`config.mk`:
```
export PLATFORM = sky130hd
export DESIGN_NAME = pinbank_ctrl
export DESIGN_NICKNAME = d
export VERILOG_FILES = /design/src/rtl/pinbank_pkg.sv /design/src/rtl/pinbank_wdec.sv /design/src/rtl/pinbank_bitreg.sv /design/src/rtl/pinbank_sync.sv /design/src/rtl/pinbank_ctrl.sv
export SDC_FILE = /design/constraint.sdc
export NUM_CORES = 1
export LEC_CHECK = 0
export BUFFER_PORTS_ARGS = -buffer_cell sky130_fd_sc_hd__buf_2
export CAP_MARGIN = 10
export CORE_AREA = 2 2 114 116
export CTS_BUF_LIST = sky130_fd_sc_hd__clkbuf_2 sky130_fd_sc_hd__clkbuf_4 sky130_fd_sc_hd__clkbuf_8
export CTS_CLUSTER_DIAMETER = 150
export DETAILED_ROUTE_END_ITERATION = 10
export DIE_AREA = 0 0 116 118
export SYNTH_ARGS = -nofsm -noshare
export SYNTH_HDL_FRONTEND = slang
export SYNTH_SLANG_ARGS = --single-unit
```
`constraint.sdc`:
```
create_clock -name clk -period 3.29 [get_ports clk]
set_input_delay 0.658 -clock clk [delete_from_list [all_inputs] [get_ports clk]]
set_output_delay 0.658 -clock clk [all_outputs]
set_load 0.005 [all_outputs]
```
`src/rtl/pinbank_pkg.sv`:
```
`timescale 1ns/1ps
package pinbank_pkg;
   localparam int REG_AW = 4;
   typedef enum logic [REG_AW-1:0] {
      A_VAL     = 4'd0,
      A_VAL_SET = 4'd1,
      A_VAL_CLR = 4'd2,
      A_DIR     = 4'd3,
      A_DIR_SET = 4'd4,
      A_DIR_CLR = 4'd5,
      A_INEN    = 4'd6,
      A_FUNC    = 4'd7,
      A_PINS    = 4'd8
   } reg_addr_e;
endpackage

```
`src/rtl/pinbank_wdec.sv`:
```
`timescale 1ns/1ps
module pinbank_wdec
   import pinbank_pkg::*;
#(
   parameter int NPINS = 16,
   parameter int DW    = 16
) (
   input  logic              en,
   input  logic [REG_AW-1:0] addr,
   input  logic [DW-1:0]     data,
   output logic              ld_val,
   output logic              ld_dir,
   output logic              ld_inen,
   output logic              ld_func,
   output logic [NPINS-1:0]  bits,
   output logic [NPINS-1:0]  set_val,
   output logic [NPINS-1:0]  clr_val,
   output logic [NPINS-1:0]  set_dir,
   output logic [NPINS-1:0]  clr_dir
);
   assign bits    = data[NPINS-1:0];
   assign ld_val  = en && (addr == A_VAL);
   assign ld_dir  = en && (addr == A_DIR);
   assign ld_inen = en && (addr == A_INEN);
   assign ld_func = en && (addr == A_FUNC);
   assign set_val = (en && addr == A_VAL_SET) ? bits : '0;
   assign clr_val = (en && addr == A_VAL_CLR) ? bits : '0;
   assign set_dir = (en && addr == A_DIR_SET) ? bits : '0;
   assign clr_dir = (en && addr == A_DIR_CLR) ? bits : '0;
endmodule

```
`src/rtl/pinbank_bitreg.sv`:
```
`timescale 1ns/1ps
module pinbank_bitreg #(
   parameter int W   = 16,
   parameter int NWP = 2
) (
   input  logic                  clk,
   input  logic                  rst_n,
   input  logic [NWP-1:0]        ld,
   input  logic [NWP-1:0][W-1:0] ld_bits,
   input  logic [NWP-1:0][W-1:0] set_m,
   input  logic [NWP-1:0][W-1:0] clr_m,
   output logic [W-1:0]          q
);
   logic [W-1:0] base, sets, clrs, nxt;

   always_comb begin
      base = q;
      sets = '0;
      clrs = '0;
      // lowest channel index applied last so it wins whole writes
      for (int p = NWP-1; p >= 0; p--) begin
         if (ld[p]) base = ld_bits[p];
      end
      for (int p = 0; p < NWP; p++) begin
         sets = sets | set_m[p];
         clrs = clrs | clr_m[p];
      end
      nxt = (base | sets) & ~clrs;
   end

   always_ff @(posedge clk) begin
      if (!rst_n) q <= '0;
      else        q <= nxt;
   end
endmodule

```
`src/rtl/pinbank_sync.sv`:
```
`timescale 1ns/1ps
module pinbank_sync #(
   parameter int W      = 16,
   parameter int STAGES = 2
) (
   input  logic         clk,
   input  logic         rst_n,
   input  logic [W-1:0] d,
   output logic [W-1:0] q
);
   logic [STAGES-1:0][W-1:0] chain;

   generate
      for (genvar s = 0; s < STAGES; s++) begin : g_stage
         if (s == 0) begin : g_first
            always_ff @(posedge clk) begin
               if (!rst_n) chain[0] <= '0;
               else        chain[0] <= d;
            end
         end else begin : g_next
            always_ff @(posedge clk) begin
               if (!rst_n) chain[s] <= '0;
               else        chain[s] <= chain[s-1];
            end
         end
      end
   endgenerate

   assign q = chain[STAGES-1];
endmodule

```
`src/rtl/pinbank_ctrl.sv`:
```
`timescale 1ns/1ps
module pinbank_ctrl
   import pinbank_pkg::*;
#(
   parameter int NPINS       = 16,
   parameter int DW          = 16,
   parameter int NWP         = 2,
   parameter int SYNC_STAGES = 2
) (
   input  logic                         clk,
   input  logic                         rst_n,
   input  logic [NWP-1:0]               wr_en,
   input  logic [NWP-1:0][REG_AW-1:0]   wr_addr,
   input  logic [NWP-1:0][DW-1:0]       wr_data,
   input  logic [REG_AW-1:0]            rd_addr,
   output logic [DW-1:0]                rd_data,
   input  logic [NPINS-1:0]             pad_in,
   output logic [NPINS-1:0]             pad_out,
   output logic [NPINS-1:0]             pad_oe,
   output logic [NPINS-1:0]             mux_sel
);
   localparam int PAD_W = DW - NPINS;

   generate
      if (NPINS < 1 || NPINS > DW) begin : g_bad_width
         $error("pinbank_ctrl: NPINS must be 1..DW");
      end
      if (NWP < 1) begin : g_bad_ports
         $error("pinbank_ctrl: NWP must be at least 1");
      end
      if (SYNC_STAGES < 2) begin : g_bad_sync
         $error("pinbank_ctrl: SYNC_STAGES must be at least 2");
      end
   endgenerate

   logic [NWP-1:0]             ld_val, ld_dir, ld_inen, ld_func;
   logic [NWP-1:0][NPINS-1:0]  bits, set_val, clr_val, set_dir, clr_dir;
   logic [NWP-1:0][NPINS-1:0]  no_bits;
   logic [NPINS-1:0]           val_q, dir_q, inen_q, func_q, pins_sync, pins_rd;

   assign no_bits = '0;

   generate
      for (genvar p = 0; p < NWP; p++) begin : g_chan
         pinbank_wdec #(.NPINS(NPINS), .DW(DW)) u_dec (
            .en      (wr_en[p]),
            .addr    (wr_addr[p]),
            .data    (wr_data[p]),
            .ld_val  (ld_val[p]),
            .ld_dir  (ld_dir[p]),
            .ld_inen (ld_inen[p]),
            .ld_func (ld_func[p]),
            .bits    (bits[p]),
            .set_val (set_val[p]),
            .clr_val (clr_val[p]),
            .set_dir (set_dir[p]),
            .clr_dir (clr_dir[p])
         );
      end
   endgenerate

   pinbank_bitreg #(.W(NPINS), .NWP(NWP)) u_val (
      .clk(clk), .rst_n(rst_n), .ld(ld_val), .ld_bits(bits),
      .set_m(set_val), .clr_m(clr_val), .q(val_q));

   pinbank_bitreg #(.W(NPINS), .NWP(NWP)) u_dir (
      .clk(clk), .rst_n(rst_n), .ld(ld_dir), .ld_bits(bits),
      .set_m(set_dir), .clr_m(clr_dir), .q(dir_q));

   pinbank_bitreg #(.W(NPINS), .NWP(NWP)) u_inen (
      .clk(clk), .rst_n(rst_n), .ld(ld_inen), .ld_bits(bits),
      .set_m(no_bits), .clr_m(no_bits), .q(inen_q));

   pinbank_bitreg #(.W(NPINS), .NWP(NWP)) u_func (
      .clk(clk), .rst_n(rst_n), .ld(ld_func), .ld_bits(bits),
      .set_m(no_bits), .clr_m(no_bits), .q(func_q));

   pinbank_sync #(.W(NPINS), .STAGES(SYNC_STAGES)) u_sync (
      .clk(clk), .rst_n(rst_n), .d(pad_in), .q(pins_sync));

   assign pins_rd = pins_sync & inen_q;
   assign mux_sel = func_q;
   assign pad_oe  = dir_q & ~func_q;
   assign pad_out = val_q & ~func_q;

   logic [NPINS-1:0] rd_pins;
   always_comb begin
      case (rd_addr)
         A_VAL, A_VAL_SET, A_VAL_CLR: rd_pins = val_q;
         A_DIR, A_DIR_SET, A_DIR_CLR: rd_pins = dir_q;
         A_INEN:                      rd_pins = inen_q;
         A_FUNC:                      rd_pins = func_q;
         A_PINS:                      rd_pins = pins_rd;
         default:                     rd_pins = '0;
      endcase
   end

   generate
      if (PAD_W > 0) begin : g_rd_ext
         assign rd_data = {{PAD_W{1'b0}}, rd_pins};
      end else begin : g_rd_exact
         assign rd_data = rd_pins;
      end
   endgenerate
endmodule

```
==> results.cfg <==
[outcome]
outcome = complete, no violations

[sta]
timing.final.setup_violations = 0
worst_hold_margin_ps = 436
hold_viol = 0
pins_over_slew_limit = 0
worstMarginPinSlew_ps = 1080
period_minus_slack_ps = 2970
worst_slack_ps = 323
setup-tns-final_ps = 0
finalCritPeriodShare_pct = 90.2
max_clock_freq_mhz = 337
final.setup_skew_ps = 8.15
rsz0062_at_grt = no
max-slew-margin-rel_pct = 27.7

[routing]
detail_route.iter0.violations = 587
ant_nets = 0
dr_total_vias = 4864
drt-total-wl_um = 16400
remaining_drc_errors = 0
wl_per_cell_um = 20.0
drt_pre_antenna_iters = 6
routed_via_density = 5.95

[critical_path]
worst_ep_arrival_time_ps = 2310
sort_of_element_at_the_end_of_the_critical_path = output port
cp_cell_sequence = buf_2 -> nor4b_4 -> a21o_1 -> a222oi_1 -> nand2_1 -> buf_2
timing.critical_path.fanout_max = 16
timing.setup.critical_path_class = input pin to output port
cp_slowest_stage_delay_ps = 950
crit_slowest_cell = nor4b_4
cp_dominant_cell_by_count = buf_2
critPathLaunchType = input pin
required_ps = 2630

[synthesis]
yosys_register_bits = 96
syn_area_per_cell_um2 = 9.22
synth_cell_type_count = 44
synth_seq_area_share_pct = 39.5
synth_edf_count = 0
yosys.area.top_type = dfxtp_1
synth_flop_cell = dfxtp_1
post_synth_main_area_contributors = dfxtp_1, a222oi_1, a22o_1
postSynthNetCount = 592
synth-async-reset-ratio_pct = 0
synth_warnings = 0
synth_largest_type_area_fraction_pct = 39.5
synthesis.area_um2 = 4870
netlist_instances = 528

[cts]
insertion_delay_ps = 380
cts_made_buffers = 9
hold_fix_buffers_cts = 0
post-cts-setup-buffer-count = 0
cts.repair.resized = 0
clock_path_buffers = 2
clock-sinks = 96
cts.root.buffer_cell = clkbuf_8
cts_tree = yes
cts-htree-levels = 3
cts.clk_slew.worst_paths_ps = 80

[global_routing]
met1_grt_util_pct = 31.2
grt_util_all_layers_pct = 23.7
globalRoute.busiestLayer = met2
global_route.overflow_total = 0
groute.layer.met2.usage_pct = 35.8
grt_first_pass_wirelength_um = 25300
grt_start_max_net_pins = 34
vias_in_the_first_global_route = 4784
grt_antenna_before_repair = 0
met3_usage_pct = 5.30

[final_layout]
count_of_antenna_diodes_in_the_layout = 0
flow.area_growth_from_synthesis_pct = 21.4
ratio_of_cells_with_drive_above_1_in_the_final_layout_pct = 28.6
num-nets-final = 705
postLayoutCellArea_um2 = 5910

[die]
core_region_area_um2 = 12400
die_w_um = 116
ioPinCount = 128
core.rowCount = 41
die_height_um = 118
start_util_pct = 39.2
die_area_um2 = 13700

[run]
maxCapViolCount = 0

[power]
leakage_nw = 2.61
cellPowerDensity_nw_per_um2 = 405
worst_ir_drop_vdd_uv = 200
totalPowerFinal_mw = 2.39

[place]
detailedPlace.worstSlack_ps = 339
place.gp.congestion = 0.847
hpwlAfterDp_um = 10700
io_buffer_count = 127
place_area_um2 = 5690

[worst_hold_path]
hold_path.class = flop to flop
==> final timing paths <==
| path | start | endpoint | slack [ps] | depth (start not counted) |
|---|---|---|---|---|
| setup reg to reg | u_func.q[12] | u_func.q[12] | 2330 | 2 |
| hold reg to reg | u_sync.chain[0] | u_sync.q[0] | 440 | 1 |
| hold / removal | u_sync.chain[0] | u_sync.q[0] | 440 | 1 |
| setup / recovery | rd_addr[1] | rd_data[5] | 320 | 6 |
==> worst max-delay path: cells and delay by family <==
family | cells | cell delay (ps)
AOI/OAI and AO/OA | 2 | 340
buffers and inverters | 2 | 250
and+or+nand+nor | 2 | 1050
==> sequential cells by signal, indices dropped and copies added, names as in the netlist <==
name	count
u_val.q	16
u_dir.q	16
u_inen.q	16
u_sync.q	16
u_func.q	16
u_sync.chain	16
==> area by class of cell <==
| class | instances | area [µm²] |
|---|---|---|
| fillers | 1231 | 6510 |
| multi-input cells | 388 | 2780 |
| flip-flops and latches | 96 | 1920 |
| repair buffers | 144 | 763 |
| well taps | 172 | 215 |
| clock buffers | 11 | 151 |
| clock inverters | 5 | 63.8 |
| inverters | 2 | 7.51 |
==> placed cells by master, fill, tap and decap left out, types with 17 or more instances in the layout <==
cell type / Yosys / routed
nand2_1: 50 / 50
buf_2: 6 / 127
dfxtp_1: 96 / 96
a22o_1: 32 / 32
buf_4: 3 / 17
nor2b_1: 32 / 32
nor2_1: 36 / 36
a222oi_1: 32 / 32
and2_1: 33 / 33
==> kinds of logic (layout without fill, tap and decap cells) <==
| group | count (synthesis) | after routing | share of synthesized area, % |
|---|---|---|---|
| multiplexers | 16 | 16 | 3.29 |
| AO/OA/AOI/OAI | 183 | 183 | 31.1 |
| AND/OR/NAND/NOR | 189 | 189 | 22.1 |
| flip-flops | 96 | 96 | 39.5 |
| buffers and inverters | 44 | 162 | 4.09 |
==> synthesized netlist by cell type, types with 2 or more instances <==
master / instances
nor3b_2: 3
o21a_1: 16
nor3_2: 11
a221oi_1: 16
clkbuf_1: 31
mux2i_1: 16
nand2_1: 50
buf_6: 2
a222oi_1: 32
nand2b_1: 2
dfxtp_1: 96
o21ai_0: 16
or3b_1: 2
and3b_1: 2
a21o_1: 16
nor2b_1: 32
nor3_1: 6
buf_2: 6
a211oi_1: 17
nor2_1: 36
a311oi_1: 16
nand3b_1: 3
buf_4: 3
a21boi_0: 15
and2_1: 33
a22o_1: 32
==> report_power, final <==
part / switching [mW] / total [mW] / internal [mW]
Combinational: 0.179 / 0.314 / 0.135
Sequential: 0.0305 / 1.24 / 1.21
Clock: 0.440 / 0.838 / 0.399
Total: 0.649 / 2.39 / 1.74
==> stage by stage <==
step / cells / util (%)
2_1_floorplan: 528 / -
3_3_place_gp: 802 / 45.8
3_5_place_dp: 802 / 45.8
4_1_cts: 818 / 47.6
5_1_grt: 818 / 47.6
6_report: 818 / 47.6
==> per-layer routing <==
layer / wire [µm] / vias up
li1: - / 2230
met1: 6910 / 2288
met2: 7320 / 296
met3: 1520 / 50
met4: 603 / 0
met5: 0 / -
Power figures use the tool's default switching activity.
